## config.mk

```make
export PLATFORM = sky130hd
export DESIGN_NAME = osc_range_monitor
export DESIGN_NICKNAME = d
export VERILOG_FILES = /design/src/rtl/orm_pkg.sv /design/src/rtl/orm_sync.sv /design/src/rtl/orm_rise_detect.sv /design/src/rtl/orm_order_tracker.sv /design/src/rtl/osc_range_monitor.sv
export SDC_FILE = /design/constraint.sdc
export NUM_CORES = 1
export LEC_CHECK = 0
export CAP_MARGIN = 40
export CORE_MARGIN = 3
export CORE_UTILIZATION = 40
export CTS_CLUSTER_SIZE = 24
export DETAILED_ROUTE_END_ITERATION = 7
export DONT_BUFFER_PORTS = 1
export PLACE_DENSITY_LB_ADDON = 0.3
export SYNTH_ARGS = -nofsm -noshare
export SYNTH_HDL_FRONTEND = slang
export SYNTH_SLANG_ARGS = --single-unit
```

## constraint.sdc

```tcl
create_clock -name clk -period 3.08 [get_ports clk]
set_input_delay 0.308 -clock clk [delete_from_list [all_inputs] [get_ports clk]]
set_output_delay 0.308 -clock clk [all_outputs]
set_load 0.005 [all_outputs]
```

## src/rtl/orm_pkg.sv

```systemverilog
// Package: shared widths and codes for the oscillator range monitor.
// Assumes: gap codes saturate at GAP_MULTI; lane order of the synchroniser
// vector is fixed by the LANE_* constants below.
package orm_pkg;

    // Width of the reference-edge gap code.
    localparam int GAP_W = 2;

    // Number of asynchronous inputs that go through the synchroniser.
    localparam int N_LANES = 3;

    // Lane positions inside the synchronised vector.
    localparam int LANE_SIG = 0;
    localparam int LANE_REF = 1;
    localparam int LANE_MOD = 2;

    // Number of reference rising edges seen between signal rising edges.
    typedef enum logic [GAP_W-1:0] {
        GAP_NONE  = 2'd0,
        GAP_ONE   = 2'd1,
        GAP_MULTI = 2'd2
    } gap_code_e;

endpackage

```

## src/rtl/orm_sync.sv

```systemverilog
// Module: orm_sync
// Multi-lane flop-chain synchroniser for asynchronous level inputs.
// Assumes: each input level is held for longer than STAGES clock periods,
// so that one-cycle glitches at the output cannot matter.
module orm_sync #(
    parameter int WIDTH  = 3,
    parameter int STAGES = 2
) (
    input  logic             clk,
    input  logic             rst_n,
    input  logic [WIDTH-1:0] async_i,
    output logic [WIDTH-1:0] sync_o
);

    localparam int LAST = STAGES - 1;

    logic [WIDTH-1:0] chain_q [STAGES];

    // One flop chain per stage; stage 0 captures the raw inputs.
    genvar g;
    generate
        for (g = 0; g < STAGES; g++) begin : g_stage
            if (g == 0) begin : g_first
                // First stage: sample the asynchronous inputs.
                always_ff @(posedge clk) begin
                    if (!rst_n) chain_q[g] <= '0;
                    else        chain_q[g] <= async_i;
                end
            end else begin : g_next
                // Later stages: shift the previous stage along.
                always_ff @(posedge clk) begin
                    if (!rst_n) chain_q[g] <= '0;
                    else        chain_q[g] <= chain_q[g-1];
                end
            end
        end
    endgenerate

    assign sync_o = chain_q[LAST];

endmodule

```

## src/rtl/orm_rise_detect.sv

```systemverilog
// Module: orm_rise_detect
// Per-lane rising-edge detector on already synchronised levels.
// Assumes: inputs are synchronous to clk; the output pulse is combinational
// and lasts one cycle per low-to-high change.
module orm_rise_detect #(
    parameter int LANES = 2
) (
    input  logic             clk,
    input  logic             rst_n,
    input  logic [LANES-1:0] level_i,
    output logic [LANES-1:0] rise_o
);

    logic [LANES-1:0] prev_q;

    // Keep the previous sample of every lane.
    always_ff @(posedge clk) begin
        if (!rst_n) prev_q <= '0;
        else        prev_q <= level_i;
    end

    // Rising edge: high now, low one cycle ago.
    assign rise_o = level_i & ~prev_q;

    genvar l;
    generate
        for (l = 0; l < LANES; l++) begin : g_chk
            // a rising-edge pulse never lasts two cycles
            rise_single_chk: assert property (@(posedge clk) disable iff (!rst_n)
                rise_o[l] |=> !rise_o[l]);
        end
    endgenerate

endmodule

```

## src/rtl/orm_order_tracker.sv

```systemverilog
// Module: orm_order_tracker
// Counts reference rising edges between signal rising edges, captures the
// quantizer bit at each signal edge and raises the sticky range flags.
// Assumes: rising-edge pulses are synchronous one-cycle pulses; a reference
// pulse in the same cycle as a signal pulse is counted before it.
module orm_order_tracker
    import orm_pkg::*;
(
    input  logic             clk,
    input  logic             rst_n,
    input  logic             clear_i,
    input  logic             sig_rise_i,
    input  logic             ref_rise_i,
    input  logic             mod_bit_i,
    output logic             under_o,
    output logic             over_o,
    output logic             valid_o,
    output logic             bit_o,
    output logic [GAP_W-1:0] gap_o
);

    logic             armed_q;
    gap_code_e        cnt_q;
    gap_code_e        cnt_eff;
    logic             under_q, over_q;
    logic             valid_q, bit_q;
    logic [GAP_W-1:0] gap_q;
    logic             under_hit, over_hit;

    // Reference count including a reference edge in this same cycle.
    always_comb begin
        cnt_eff = cnt_q;
        if (ref_rise_i) begin
            case (cnt_q)
                GAP_NONE: cnt_eff = GAP_ONE;
                default:  cnt_eff = GAP_MULTI;
            endcase
        end
    end

    // Error patterns, valid only once armed by a first signal edge.
    always_comb begin
        under_hit = armed_q && sig_rise_i && (cnt_eff == GAP_NONE);
        over_hit  = armed_q && (cnt_eff == GAP_MULTI);
    end

    // Edge-order state: arming and the reference-edge count.
    always_ff @(posedge clk) begin
        if (!rst_n || clear_i) begin
            armed_q <= 1'b0;
            cnt_q   <= GAP_NONE;
        end else if (sig_rise_i) begin
            armed_q <= 1'b1;
            cnt_q   <= GAP_NONE;
        end else begin
            cnt_q   <= cnt_eff;
        end
    end

    // Sticky flags; the first one set locks out the other.
    always_ff @(posedge clk) begin
        if (!rst_n || clear_i) begin
            under_q <= 1'b0;
            over_q  <= 1'b0;
        end else begin
            if (under_hit && !over_q) under_q <= 1'b1;
            if (over_hit && !under_q) over_q  <= 1'b1;
        end
    end

    // Per-signal-edge sample: valid pulse, quantizer bit and gap code.
    always_ff @(posedge clk) begin
        if (!rst_n || clear_i) begin
            valid_q <= 1'b0;
            bit_q   <= 1'b0;
            gap_q   <= '0;
        end else begin
            valid_q <= sig_rise_i;
            if (sig_rise_i) begin
                bit_q <= mod_bit_i;
                gap_q <= cnt_eff;
            end
        end
    end

    assign under_o = under_q;
    assign over_o  = over_q;
    assign valid_o = valid_q;
    assign bit_o   = bit_q;
    assign gap_o   = gap_q;


    flags_exclusive_chk: assert property (@(posedge clk) disable iff (!rst_n)
        !(under_q && over_q));


    under_sticky_chk: assert property (@(posedge clk) disable iff (!rst_n)
        (under_q && !clear_i) |=> under_q);


    over_sticky_chk: assert property (@(posedge clk) disable iff (!rst_n)
        (over_q && !clear_i) |=> over_q);


    clear_zeroes_chk: assert property (@(posedge clk) disable iff (!rst_n)
        clear_i |=> (!under_q && !over_q && !valid_q && gap_q == '0));


    valid_follows_edge_chk: assert property (@(posedge clk) disable iff (!rst_n)
        valid_q |-> $past(sig_rise_i));


    unarmed_no_over_chk: assert property (@(posedge clk) disable iff (!rst_n)
        (!armed_q && !over_q && !sig_rise_i) |=> !over_q);

endmodule

```

## src/rtl/osc_range_monitor.sv

```systemverilog
// Module: osc_range_monitor (top)
// Synchronises two oscillator outputs and a quantizer bit, detects rising
// edges on both oscillators and checks that they alternate; flags under-
// and over-range of a sigma-delta capacitance loop.
// Assumes: each oscillator half-period spans at least SYNC_STAGES+1 clk
// cycles; clear_i is synchronous to clk.
module osc_range_monitor
    import orm_pkg::*;
#(
    parameter int SYNC_STAGES = 2
) (
    input  logic             clk,
    input  logic             rst_n,
    input  logic             clear_i,
    input  logic             sig_osc_i,
    input  logic             ref_osc_i,
    input  logic             mod_bit_i,
    output logic             under_range_o,
    output logic             over_range_o,
    output logic             sample_valid_o,
    output logic             sample_bit_o,
    output logic [GAP_W-1:0] ref_gap_o
);

    localparam int N_EDGE = 2;

    logic [N_LANES-1:0] raw_in;
    logic [N_LANES-1:0] sync_lv;
    logic [N_EDGE-1:0]  rise;

    // Gather asynchronous inputs in lane order.
    always_comb begin
        raw_in           = '0;
        raw_in[LANE_SIG] = sig_osc_i;
        raw_in[LANE_REF] = ref_osc_i;
        raw_in[LANE_MOD] = mod_bit_i;
    end

    orm_sync #(
        .WIDTH  (N_LANES),
        .STAGES (SYNC_STAGES)
    ) u_sync (
        .clk     (clk),
        .rst_n   (rst_n),
        .async_i (raw_in),
        .sync_o  (sync_lv)
    );

    orm_rise_detect #(
        .LANES (N_EDGE)
    ) u_rise (
        .clk     (clk),
        .rst_n   (rst_n),
        .level_i ({sync_lv[LANE_REF], sync_lv[LANE_SIG]}),
        .rise_o  (rise)
    );

    orm_order_tracker u_track (
        .clk        (clk),
        .rst_n      (rst_n),
        .clear_i    (clear_i),
        .sig_rise_i (rise[0]),
        .ref_rise_i (rise[1]),
        .mod_bit_i  (sync_lv[LANE_MOD]),
        .under_o    (under_range_o),
        .over_o     (over_range_o),
        .valid_o    (sample_valid_o),
        .bit_o      (sample_bit_o),
        .gap_o      (ref_gap_o)
    );


    reset_quiet_chk: assert property (@(posedge clk)
        !rst_n |=> (!under_range_o && !over_range_o && !sample_valid_o));

endmodule

```

==> results.json <==
{
  "status": "finished clean",
  "clock-sinks": 17,
  "final_net_count": 62,
  "wl_met1_um": 350,
  "start_util_pct": 46.4,
  "drv_slew": 0,
  "die_w_um": 43.3,
  "cts_buffers": 3,
  "vias": 346,
  "period_needed_ns": 1.16,
  "r2r_slack_ns": 1.92,
  "ant_nets": 0,
  "insertion_delay_ns": 0.29,
  "routed_wl_um": 767,
  "cp-end-kind": "register",
  "path_clk_slew_ns": 0.09,
  "postCtsHoldBufs": 0,
  "cts_tree": "done",
  "ys_seq_elements": 17,
  "syn_nets": 57,
  "avgRoutedWirePerCell_um": 11.1,
  "pwr_density_cell_nw_per_um2": 586,
  "ys_warn_count": 0,
  "io_buffer_count": 0,
  "final_cell_mix": "dfxtp_1 (17), and2_1 (8), nand2_1 (5), nor2_1 (4), clkbuf_4 (3)",
  "route.met2.wl_um": 343,
  "drv_cap": 0,
  "arrival_ns": 1.40,
  "crit_type": "reg2reg",
  "rsz0062_at_grt": "false",
  "fmax_mhz": 861,
  "cts_setup_buffers": 0,
  "synthCells": 51,
  "p_leak_nw": 0.240,
  "dr_wl_met3_um": 62,
  "cp_max_fo": 5,
  "top_layer": "met4",
  "die_area_um2": 1880,
  "gr-total-overflow": 0,
  "finalHoldViolations": 0,
  "worst_pin_slew_ns": 0.209,
  "cts_root_buf": "clkbuf_4",
  "syn2layout_area_growth_pct": 8.09,
  "core_area_um2": 1200,
  "ys_types": 19,
  "first_iter_violations": 5,
  "finalSetupViolCount": 0,
  "dieHeight_um": 43.3,
  "timing.final.crit_share_pct": 37.7,
  "finClkSkew_ns": 0.000630,
  "start_kind": "register",
  "grt_max_degree": 11,
  "ys_seq_area_share_pct": 61.1,
  "slew_headroom_pct": 85.7,
  "h-tree-depth": 1,
  "grt_pass1_wl_mm": 1.20,
  "route.detailed.drc": 0,
  "syn-cell-area_um2": 557,
  "ios": 12,
  "gp_congestion": 0.784,
  "postCtsResizedCells": 0,
  "fillers": 119,
  "placementRows": 12,
  "drt-vias-per-instance": 5.01,
  "first_global_vias": 304,
  "antenna_found_initial": 0,
  "worst_hold_path_type": "in2reg",
  "place_hpwl_um": 566,
  "diodes": 0,
  "grtUsageTotal_pct": 8.90,
  "cts_buffer_depth": 2,
  "first_pass_iters": 4,
  "synth.avg_cell_area_um2": 10.9,
  "drive_gt1_share_pct": 12.7,
  "final_common_cell": "dfxtp_1",
  "setup_tns_ns": 0,
  "worst_hold_slack_ns": 0.134,
  "vdd_drop_max_mv": 0.334,
  "crit_required_ns": 3.32
}
==> layout make-up <==
| class | instances | area, um^2 | area share [%] |
|---|---|---|---|
| clock buffers | 3 | 22.5 | 3.74 |
| clock inverters | 1 | 5.00 | 0.832 |
| inverters | 1 | 3.75 | 0.624 |
| multi-input cells | 33 | 213 | 35.3 |
| flip-flops and latches | 17 | 340 | 56.5 |
| well taps | 14 | 17.5 | 2.91 |
==> final timing paths <==
| kind | cells after the start | end | startpoint |
|---|---|---|---|
| worst min-delay path | 1 | u_sync.chain_q[1][1]$_SDFF_PN0_ | rst_n |
| worst max-delay path | 3 | u_track.under_o$_SDFFE_PP0P_ | u_track.cnt_q[0]$_SDFF_PP0_ |
| worst max register to register | 3 | u_track.under_o$_SDFFE_PP0P_ | u_track.cnt_q[0]$_SDFF_PP0_ |
| worst min register to register | 1 | u_sync.chain_q[1][0]$_SDFF_PN0_ | u_sync.chain_q[0][0]$_SDFF_PN0_ |
==> layer usage <==
layer	vias to the layer above	global-route usage, %
met5	-	0
met4	0	3.61
met3	3	6.36
met2	10	13.3
met1	158	9.69
li1	175	-
==> logic make-up (layout without fill, tap and decap cells) <==
family                 count (synthesis)  count (layout)  share of synthesized area [%]
multiplexers                           2               2                           3.60
buffers and inverters                  1               5                          0.674
AND/OR/NAND/NOR                       25              25                           26.7
AO/OA/AOI/OAI                          6               6                           7.86
flip-flops                            17              17                           61.1
==> Yosys cell counts, drive strengths merged <==
cell     number  share of area [%]
nor2b         1                1.1
mux2i         2                3.6
a22o          1                1.6
or4b          1                1.8
or2b          1                1.6
a21oi         1               0.90
o21ai         1               0.90
nand2b        1                1.1
nor2          4                2.7
and2          8                9.0
nand3b        1                1.3
nand2         5                3.4
nor3          1                1.8
inv           1               0.67
and2b         2                2.9
dfxtp        17                 61
o21a          1                1.3
o2bb2ai       2                3.1
==> report_power, final <==
part | internal (mW) | switching (mW) | leakage [nW]
Clock | 0.0483 | 0.0663 | 0.0177
Sequential | 0.225 | 0.00197 | 0.139
Combinational | 0.00563 | 0.00544 | 0.0834
Total | 0.279 | 0.0737 | 0.240
==> registers in the layout, indices dropped and copies added, names as in the netlist <==
name / flops
u_track.bit_o: 1
u_track.cnt_q: 2
u_track.under_o: 1
u_rise.prev_q: 2
u_track.armed_q: 1
u_track.over_o: 1
u_sync.chain_q: 6
u_track.gap_o: 2
u_track.valid_o: 1
==> stage by stage <==
stage               total power [mW]  instances  util, %  setup WS [ns]  cell area (um^2)
floorplan                      0.241         51        -           1.98               557
global placement               0.243         65     47.8           1.95               574
detailed placement             0.243         65     47.8           1.94               574
CTS                            0.357         69     50.1           1.91               602
global route                   0.370         69     50.1           1.86               602
finish                         0.353         69     50.1           1.92               602
==> critical path, cell delays in order, from the launching register on <==
cell     delay (ns)
dfxtp_1        0.36
or4b_1         0.52
nor3_2         0.12
o21a_1         0.12
Power figures use the tool's default switching activity.
